--- src/rtl/eprom_emu_pkg.sv ---
package eprom_emu_pkg;

   // Encoding of the output-enable / program-voltage pin level.
   localparam logic [1:0] LVL_LOW  = 2'b00;
   localparam logic [1:0] LVL_HIGH = 2'b01;
   localparam logic [1:0] LVL_VPP  = 2'b10;
   localparam logic [1:0] LVL_BAD  = 2'b11;

   typedef enum logic [2:0] {
      M_STANDBY,
      M_INHIBIT,
      M_OUTDIS,
      M_READ,
      M_PROGRAM,
      M_IDREAD,
      M_ILLEGAL
   } emu_mode_e;

endpackage

--- src/rtl/eprom_mode_dec.sv ---
module eprom_mode_dec
   import eprom_emu_pkg::*;
#(
   parameter int ADDR_W = 16
) (
   input  logic              ce_n,
   input  logic [1:0]        oe_lvl,
   input  logic              a9_hv,
   input  logic [ADDR_W-1:0] addr,
   output emu_mode_e         mode,
   output logic              stray_addr
);

   // Bits 0 and 9 are free during an identifier read; all others must be low.
   localparam logic [ADDR_W-1:0] ID_FREE = (ADDR_W'(1) << 9) | ADDR_W'(1);

   assign stray_addr = |(addr & ~ID_FREE);

   always_comb begin
      if (oe_lvl == LVL_BAD)        mode = M_ILLEGAL;
      else if (ce_n)                mode = (oe_lvl == LVL_VPP) ? M_INHIBIT : M_STANDBY;
      else if (oe_lvl == LVL_VPP)   mode = M_PROGRAM;
      else if (oe_lvl == LVL_HIGH)  mode = M_OUTDIS;
      else if (a9_hv)               mode = M_IDREAD;
      else                          mode = M_READ;
   end

endmodule

--- src/rtl/eprom_cell_array.sv ---
module eprom_cell_array #(
   parameter int STORE_AW = 8,
   parameter int DATA_W   = 8
) (
   input  logic                clk,
   input  logic                rst_n,
   input  logic                erase,
   input  logic                wr_en,
   input  logic [STORE_AW-1:0] wr_addr,
   input  logic [DATA_W-1:0]   wr_data,
   input  logic [STORE_AW-1:0] rd_addr,
   output logic [DATA_W-1:0]   rd_data
);

   localparam int DEPTH = 1 << STORE_AW;

   logic [DATA_W-1:0] cells [DEPTH];

   for (genvar w = 0; w < DEPTH; w++) begin : g_word
      always_ff @(posedge clk or negedge rst_n) begin
         if (!rst_n)
            cells[w] <= '1;
         else if (erase)
            cells[w] <= '1;
         else if (wr_en && (wr_addr == STORE_AW'(w)))
            cells[w] <= cells[w] & wr_data;   // bits only ever fall
      end
   end

   assign rd_data = cells[rd_addr];

endmodule

--- src/rtl/eprom_prog_seq.sv ---
module eprom_prog_seq
   import eprom_emu_pkg::*;
#(
   parameter int STORE_AW = 8,
   parameter int DATA_W   = 8
) (
   input  logic                clk,
   input  logic                rst_n,
   input  emu_mode_e           mode,
   input  logic [STORE_AW-1:0] addr_lo,
   input  logic [DATA_W-1:0]   dq_in,
   output logic                wr_en,
   output logic [STORE_AW-1:0] wr_addr,
   output logic [DATA_W-1:0]   wr_data
);

   logic armed_q;

   always_ff @(posedge clk or negedge rst_n) begin
      if (!rst_n) begin
         armed_q <= 1'b0;
         wr_addr <= '0;
         wr_data <= '1;
      end else begin
         armed_q <= (mode == M_PROGRAM);
         if (mode == M_PROGRAM) begin
            wr_addr <= addr_lo;
            wr_data <= dq_in;
         end
      end
   end

   // The cycle closes when chip select rises with program voltage still applied.
   assign wr_en = armed_q && (mode == M_INHIBIT);

endmodule

--- src/rtl/eprom_out_stage.sv ---
module eprom_out_stage
   import eprom_emu_pkg::*;
#(
   parameter int          DATA_W = 8,
   parameter logic [7:0]  MFR_ID = 8'h01,
   parameter logic [7:0]  DEV_ID = 8'h91
) (
   input  logic              clk,
   input  logic              rst_n,
   input  emu_mode_e         mode,
   input  logic              stray_addr,
   input  logic              a0,
   input  logic [DATA_W-1:0] rd_data,
   output logic [DATA_W-1:0] dq_out,
   output logic              dq_oe,
   output logic              lvl_err,
   output logic              proto_err
);

   logic [DATA_W-1:0] id_byte;
   logic [DATA_W-1:0] nxt_out;
   logic              nxt_oe;

   assign id_byte = a0 ? DATA_W'(DEV_ID) : DATA_W'(MFR_ID);

   always_comb begin
      nxt_oe  = 1'b0;
      nxt_out = '0;
      case (mode)
         M_READ:   begin nxt_oe = 1'b1; nxt_out = rd_data; end
         M_IDREAD: begin nxt_oe = 1'b1; nxt_out = stray_addr ? '0 : id_byte; end
         default:  begin nxt_oe = 1'b0; nxt_out = '0; end
      endcase
   end

   always_ff @(posedge clk or negedge rst_n) begin
      if (!rst_n) begin
         dq_out    <= '0;
         dq_oe     <= 1'b0;
         lvl_err   <= 1'b0;
         proto_err <= 1'b0;
      end else begin
         dq_out    <= nxt_out;
         dq_oe     <= nxt_oe;
         lvl_err   <= (mode == M_ILLEGAL);
         proto_err <= (mode == M_IDREAD) && stray_addr;
      end
   end

endmodule

--- src/rtl/eprom_mode_emu.sv ---
module eprom_mode_emu
   import eprom_emu_pkg::*;
#(
   parameter int         ADDR_W   = 16,
   parameter int         DATA_W   = 8,
   parameter int         STORE_AW = 8,
   parameter logic [7:0] MFR_ID   = 8'h01,
   parameter logic [7:0] DEV_ID   = 8'h91
) (
   input  logic              clk,
   input  logic              rst_n,
   input  logic [ADDR_W-1:0] addr,
   input  logic              ce_n,
   input  logic [1:0]        oe_lvl,
   input  logic              a9_hv,
   input  logic [DATA_W-1:0] dq_in,
   input  logic              erase,
   output logic [DATA_W-1:0] dq_out,
   output logic              dq_oe,
   output logic              lvl_err,
   output logic              proto_err
);

   // Elaboration-time parameter checks.
   if (ADDR_W < 10) begin : g_bad_addr_w
      $error("ADDR_W must reach address line 9");
   end
   if (STORE_AW < 1 || STORE_AW > ADDR_W) begin : g_bad_store_aw
      $error("STORE_AW must lie in 1..ADDR_W");
   end
   if (DATA_W < 8) begin : g_bad_data_w
      $error("DATA_W must hold an identifier byte");
   end
   if (!(^MFR_ID) || !(^DEV_ID)) begin : g_bad_parity
      $error("identifier codes need odd parity");
   end

   emu_mode_e             mode;
   logic                  stray_addr;
   logic                  wr_en;
   logic [STORE_AW-1:0]   wr_addr;
   logic [DATA_W-1:0]     wr_data;
   logic [DATA_W-1:0]     rd_data;

   eprom_mode_dec #(.ADDR_W(ADDR_W)) i_dec (
      .ce_n       (ce_n),
      .oe_lvl     (oe_lvl),
      .a9_hv      (a9_hv),
      .addr       (addr),
      .mode       (mode),
      .stray_addr (stray_addr)
   );

   eprom_prog_seq #(.STORE_AW(STORE_AW), .DATA_W(DATA_W)) i_seq (
      .clk     (clk),
      .rst_n   (rst_n),
      .mode    (mode),
      .addr_lo (addr[STORE_AW-1:0]),
      .dq_in   (dq_in),
      .wr_en   (wr_en),
      .wr_addr (wr_addr),
      .wr_data (wr_data)
   );

   eprom_cell_array #(.STORE_AW(STORE_AW), .DATA_W(DATA_W)) i_cells (
      .clk     (clk),
      .rst_n   (rst_n),
      .erase   (erase),
      .wr_en   (wr_en),
      .wr_addr (wr_addr),
      .wr_data (wr_data),
      .rd_addr (addr[STORE_AW-1:0]),
      .rd_data (rd_data)
   );

   eprom_out_stage #(.DATA_W(DATA_W), .MFR_ID(MFR_ID), .DEV_ID(DEV_ID)) i_out (
      .clk        (clk),
      .rst_n      (rst_n),
      .mode       (mode),
      .stray_addr (stray_addr),
      .a0         (addr[0]),
      .rd_data    (rd_data),
      .dq_out     (dq_out),
      .dq_oe      (dq_oe),
      .lvl_err    (lvl_err),
      .proto_err  (proto_err)
   );

endmodule

--- config.mk ---
export PLATFORM = sky130hd
export DESIGN_NAME = eprom_mode_emu
export DESIGN_NICKNAME = d
export VERILOG_FILES = /design/src/rtl/eprom_emu_pkg.sv /design/src/rtl/eprom_mode_dec.sv /design/src/rtl/eprom_cell_array.sv /design/src/rtl/eprom_prog_seq.sv /design/src/rtl/eprom_out_stage.sv /design/src/rtl/eprom_mode_emu.sv
export SDC_FILE = /design/constraint.sdc
export NUM_CORES = 2
export LEC_CHECK = 0
export ABC_CLOCK_PERIOD_IN_PS = 3150
export BUFFER_PORTS_ARGS = -buffer_cell sky130_fd_sc_hd__buf_2
export CAP_MARGIN = 10
export CORE_UTILIZATION = 55
export CTS_CLUSTER_SIZE = 24
export DETAILED_ROUTE_END_ITERATION = 8
export PLACE_DENSITY = 0.71
export SETUP_SLACK_MARGIN = 0.4
export SYNTH_ARGS = -nofsm -noshare
export SYNTH_HDL_FRONTEND = slang
export SYNTH_SLANG_ARGS = --single-unit
--- constraint.sdc ---
create_clock -name clk -period 3.15 [get_ports clk]
set_input_delay 0.1575 -clock clk [delete_from_list [all_inputs] [get_ports clk]]
set_output_delay 0.1575 -clock clk [all_outputs]
set_load 0.05 [all_outputs]
Yosys cells after proc, flatten, opt, wreduce, memory -nomap -nowiden
Cells that the tools add are included.

cells by class
  reduce and logical (&&, ||, !) cells = 517
  bitwise gates (word level) = 257
  muxes and demuxes = 525
  eq/ne operators = 263
  magnitude comparators = 1

operators by type and width
  kind                number
  $mux 8              516
  $and 8x8->8         256
  $eq 8x8->1 const B  128
  $eq 8x7->1 const B  64
  $reduce_bool 2->1   256
  $logic_and 1x1->1   258
  $eq 8x6->1 const B  32
  $eq 8x5->1 const B  16
  $bmux 8 s8          1
  $eq 8x4->1 const B  8
  $eq 8x3->1 const B  4
  $eq 8x2->1 const B  2
  $pmux 8 s2          1
  $mux 3              5
  $reduce_or 14->1    1
  $eq 3x3->1 const B  3
  $ge 9x9->1 const B  1
  $not 8->9           1
  $eq 8x1->1 const B  1
  $logic_not 8->1     1
  $eq 2x2->1 const B  2
  $eq 3x1->1 const B  1
  $eq 3x2->1 const B  1
  $eq 2x1->1 const B  1
  other kinds (2)     3

storage, ports and cells
  logic and storage cells = 1826
  input port bits = 31
  flip-flop bits (word level) = 2076
  output and inout bits = 11

Depth between registers and ports, before layout
  depth in word-level cells = 10
  depth in mapped cells = 13
  gate-level depth less buffers = 9

Hierarchy
Synthesis repeated with hierarchy kept, for this count alone.

second synthesis, totals
  cells, all modules = 8297
  area, all modules = 97735.0 um2

by module, submodules not included
  module            area each (um2)  sequential area each (um2)  cells each  instances
  eprom_cell_array  96491.3          53811.6                     8214        1
  eprom_prog_seq    700.7            435.4                       36          1
  eprom_out_stage   427.9            275.3                       30          1
  eprom_mode_dec    115.1            0.0                         17          1

Worst setup path before layout
No wires, ideal clock.

  kind = input -> register
  start point = in addr[0]
  end point = reg i_out.dq_out[7]
  cell stages on the path = 9
  library setup time = 0.123 ns
  buffers on the path = 4
  path slack = 0.775 ns
  arrival = 2.253 ns
  required time = 3.027 ns
  path through = buf_6 -> buf_6 -> buf_6 -> buf_2 -> mux4_2 -> mux4_2 -> a21oi_1 -> nand3_1 -> o221a_2

between the ends
  cells in the longest elaborated chain, start to end = 5
  elaborated cells on any way between the ends = 7
  those cells by class = mux: 6; bitwise: 1

ends and longest elaborated chain
  what                                       line                    text
  from (decl)                                eprom_mode_emu.sv:12    input logic [ADDR_W-1:0] addr,
  $not 8->9 (not written as such)            eprom_cell_array.sv:30  assign rd_data = cells[rd_addr];
  $bmux 8 s8                                 eprom_cell_array.sv:30
  $mux 8 (not written as such) (2 in a row)  eprom_cell_array.sv:30
  $pmux 8 s2 *                               eprom_out_stage.sv:29   case (mode)
  via i_out.nxt_out[7]                       eprom_out_stage.sv:21   logic [DATA_W-1:0] nxt_out;
  to (signal assigned)                       eprom_out_stage.sv:43   dq_out <= nxt_out;
  to (decl)                                  eprom_out_stage.sv:14   output logic [DATA_W-1:0] dq_out,

The timed path passes the listed nets; every way through them passes the cells marked *. The select of a mux whose other input is x is not followed.
A chain may end at the register's enable or synchronous reset.

Final worst setup path
  start point = reg i_cells.cells[1446] (netlist bit)
  end point = reg i_out.dq_out[6]

between the ends
  cells in the longest elaborated chain, start to end = 4

ends and longest elaborated chain
  what                                       line                    text
  from (decl)                                eprom_cell_array.sv:17  logic [DATA_W-1:0] cells [DEPTH];
  from (signal, indexed assignment)          eprom_cell_array.sv:26  cells[w] <= cells[w] & wr_data;
  $bmux 8 s8                                 eprom_cell_array.sv:30
  $mux 8 (not written as such) (2 in a row)  eprom_cell_array.sv:30
  $pmux 8 s2                                 eprom_out_stage.sv:29
  via i_out.nxt_out[6]                       eprom_out_stage.sv:21

The timed path passes the listed nets, and every way through them passes these cells. The select of a mux whose other input is x is not followed.

==> flow_summary.json <==
{
  "cp_top_family": "compound AO/OA/AOI/OAI gates",
  "synth_seq_cells": 2076,
  "wire_per_inst_um": 26.9,
  "r2r-end": "i_out.dq_out[6]$_DFF_PN0_",
  "place_area_mm2": 0.103,
  "ir_worst_vdd_uv": 527,
  "dp.cells": 10373,
  "min_period_over_period_pct": 87.0,
  "cp_common_cell": "buf_4",
  "period_needed_ns": 2.74,
  "drc": 0,
  "min-delay-start": "addr[4]",
  "ios": 42,
  "antenna_found_initial": 8,
  "crit_buf_inv": 2,
  "netlist_area_mm2": 0.0978,
  "clock_path_buffers": 3,
  "first_iter_violations": 7900,
  "place_congestion": 0.942,
  "p_leak_nw": 38.5,
  "cts_sinks": 2076,
  "whs_endpoint": "i_seq.wr_addr[4]$_DFFE_PN0P_",
  "synth_edf_count": 0,
  "async_reset_ff_share_pct": 100,
  "clock_latency_ns": 0.86,
  "via_count": 68694,
  "fill_cells": 13315,
  "worst_setup_path_end_kind": "flop",
  "ys_seq_area_share_pct": 55.8,
  "cts-root-buf": "clkbuf_16",
  "switchingPower_w": 0.0157,
  "grt_pass1_vias": 70154,
  "power_w": 0.0600,
  "grtUsageTotal_pct": 32.6,
  "tightestPinTransition_ns": 1.34,
  "path_clk_slew_ns": 0.06,
  "crit_path_top_delay_cell": "mux4_2",
  "grt_pass1_wl_mm": 445,
  "synth_fp_nets": 8292,
  "viasPerCell": 6.36,
  "dr.pass1.iters": 6,
  "hold_path_class": "in2reg",
  "worst_r2r_path_depth": 9,
  "setup_viol": 0,
  "p_sw_share_pct": 26.2,
  "rr_startpoint": "i_cells.cells[1446]$_DFFE_PN1P_",
  "finalNonFillerCells": 10796,
  "rsz0062_at_grt": "no",
  "dieWidth_um": 424,
  "grt-ovfl-total": 0,
  "fin_nets": 8314,
  "postSynthCellCount": 8258,
  "cap_violations": 0,
  "ys.warnings.count": 0,
  "numCtsBuffers": 210,
  "fin_area_mm2": 0.110,
  "crit_required_ns": 3.85,
  "grt_start_max_net_pins": 242,
  "cts_max_level": 4,
  "num_rows": 154,
  "status": "completed",
  "power.density_mw_per_mm2": 543,
  "core-area_mm2": 0.176,
  "pwr-share-seq_pct": 45.9,
  "maxSlewHeadroom_pct": 9.91,
  "cp_max_fo": 2,
  "crit_arrival_ns": 3.44,
  "io_buffer_count": 40,
  "crit_path_cell_trace": "mux4_2 -> mux2i_1 -> buf_4 -> o22ai_1 -> o31ai_1 -> a31oi_1 -> nor4_4 -> buf_4 -> nor3_1",
  "start_util_pct": 55.5,
  "fp.dieArea_mm2": 0.180,
  "cts_tree": "built",
  "power_frac_comb_pct": 9.3,
  "min_path_cells": 4,
  "rrSetupSlack_ns": 0.41,
  "totalWireLength_mm": 290,
  "fmaxAchievable_ghz": 0.365,
  "die_h_um": 424,
  "maxSlewViolCount": 0,
  "worst_path_largest_cell_delay_ns": 0.49,
  "hold_viol_final": 0,
  "dp_hpwl_mm": 184,
  "skew_ns": 0.0462,
  "clkPwrFrac_pct": 44.8,
  "pre_cts_ws_ns": -0.606,
  "syn_area_per_cell_um2": 11.8,
  "setup_ws_ns": 0.409,
  "start_kind": "flop",
  "yosysUniqueCellTypes": 64,
  "synth_top_flop_cell": "dfstp_2",
  "p_int_w": 0.0443,
  "drive_gt1_share_pct": 40.4,
  "worstSetupPathType": "reg2reg",
  "ant_nets": 0,
  "syn_to_final_growth_pct": 13.0
}
[placed cells by master (no fill, tap or decap), drive strengths merged, types with 4 or more instances in the layout]
cell type | netlist | layout
nor3 | 42 | 42
mux2 | 5 | 5
o22ai | 39 | 39
a21oi | 42 | 42
nor2 | 49 | 49
a211oi | 15 | 15
a22oi | 4 | 4
inv | 6 | 10
clkinv | 2 | 52
mux2i | 147 | 147
dfrtp | 20 | 20
o32ai | 6 | 6
a211o | 4 | 4
clkinvlp | 0 | 5
dfstp | 2056 | 2056
o221ai | 59 | 59
dlygate4sd3 | 0 | 34
buf | 167 | 442
a31oi | 8 | 8
or3 | 4 | 4
mux4 | 526 | 526
bufinv | 0 | 25
nor2b | 6 | 6
nand2 | 339 | 339
o31ai | 5 | 5
and2 | 5 | 5
o21ai | 2072 | 2072
clkbuf | 499 | 302
nand2b | 2061 | 2061
nor4 | 10 | 10
nand3 | 12 | 12
and3 | 5 | 5
[layer usage]
layer	global-route usage, %	wire, um	vias to the layer above
met5	0	81	-
met4	14.2	13900	10
met3	7.37	26500	668
met2	48.8	132000	3065
met1	45.9	117000	35987
li1	-	-	28964
[layout make-up]
| type | instances | area [um2] | area share (%) |
|---|---|---|---|
| Multi-Input combinational cell | 5508 | 40400 | 36.6 |
| Clock buffer | 302 | 6180 | 5.60 |
| Timing Repair Buffer | 476 | 5040 | 4.56 |
| Sequential cell | 2076 | 54600 | 49.4 |
| Tap cell | 2340 | 2930 | 2.65 |
| Inverter | 8 | 37.5 | 0.0340 |
| Antenna cell | 2 | 5.00 | 0.00453 |
| Clock inverter | 84 | 1320 | 1.20 |
[sequential cells by signal, summed over array words and instances (netlist names)]
signal and cells:
i_cells.cells 2048, i_out.dq_out 8, i_seq.wr_addr 8, i_seq.wr_data 8, i_out.dq_oe 1, i_out.lvl_err 1, i_out.proto_err 1, i_seq.armed_q 1
[stage by stage]
stage	hold slack [ns]	util (%)	TNS, ns
2_1_floorplan	-0.138	-	0
3_3_place_gp	0.351	58.2	-1.52
3_5_place_dp	0.356	58.2	-1.15
4_1_cts	0.0188	62.6	0
5_1_grt	0.0659	62.7	0
6_report	0.0695	62.7	0
[repair_timing]
item	4_1_cts	5_1_grt
setup endpoints to repair	3	12
pin swaps	0	4
hold endpoints to repair	447	0
resized for setup	6	6
hold buffers	34	0
setup buffers	0	1
[worst reg2reg max path, stage by stage, from the launching register on]
cell     delay (ns)
dfstp_2        0.36
mux4_2         0.49
mux2i_1        0.18
buf_4          0.17
o22ai_1        0.14
o31ai_1        0.45
a31oi_1        0.20
nor4_4         0.36
buf_4          0.19
nor3_1         0.05
[worst max path at each step]
stage	from	to	cells past startpoint
3_5_place_dp	addr[0]	i_out.dq_out[6]$_DFF_PN0_	9
4_1_cts	i_cells.cells[1318]$_DFFE_PN1P_	i_out.dq_out[6]$_DFF_PN0_	7
6_report	i_cells.cells[1446]$_DFFE_PN1P_	i_out.dq_out[6]$_DFF_PN0_	9
5_1_grt	oe_lvl[1]	i_out.dq_out[1]$_DFF_PN0_	10
2_1_floorplan	addr[0]	i_out.dq_out[7]$_DFF_PN0_	9
3_3_place_gp	addr[0]	i_out.dq_out[6]$_DFF_PN0_	9
[logic make-up (layout without fill, tap and decap cells)]
| group | Yosys count | in the layout | synth area share (%) |
|---|---|---|---|
| adder cells (fa/ha/maj) | 3 | 3 | 0.0384 |
| AO/OA/AOI/OAI | 2280 | 2280 | 12.2 |
| buffers and inverters | 674 | 870 | 3.13 |
| other | 0 | 2 | 0 |
| multiplexers | 678 | 678 | 13.7 |
| flip-flops | 2076 | 2076 | 55.8 |
| AND/OR/NAND/NOR | 2547 | 2547 | 15.3 |
[cells in the mapped netlist (12+ instances only)]
| cell type | instances | area share (%) |
|---|---|---|
| a211oi_1 | 15 | 0.12 |
| a21oi_1 | 42 | 0.21 |
| buf_1 | 41 | 0.16 |
| buf_2 | 55 | 0.28 |
| buf_4 | 26 | 0.20 |
| buf_6 | 40 | 0.46 |
| clkbuf_1 | 499 | 1.9 |
| dfrtp_1 | 20 | 0.51 |
| dfstp_2 | 2056 | 55 |
| mux2i_1 | 147 | 1.5 |
| mux4_2 | 526 | 12 |
| nand2_1 | 339 | 1.3 |
| nand2b_1 | 2061 | 13 |
| nand3_1 | 12 | 0.061 |
| nor2_1 | 49 | 0.19 |
| nor3_1 | 42 | 0.21 |
| o21ai_0 | 2069 | 11 |
| o221ai_1 | 59 | 0.53 |
| o22ai_1 | 39 | 0.25 |
[power by group through the flow]
stage               combinational, W  clock (W)  sequential, W
finish                       0.00559     0.0269         0.0275
global route                 0.00585     0.0282         0.0275
CTS                          0.00549     0.0271         0.0275
detailed placement           0.00542          0         0.0279
global placement             0.00535          0         0.0279
floorplan                    0.00303          0         0.0274
No activity file was read; power rests on OpenSTA's default activity.
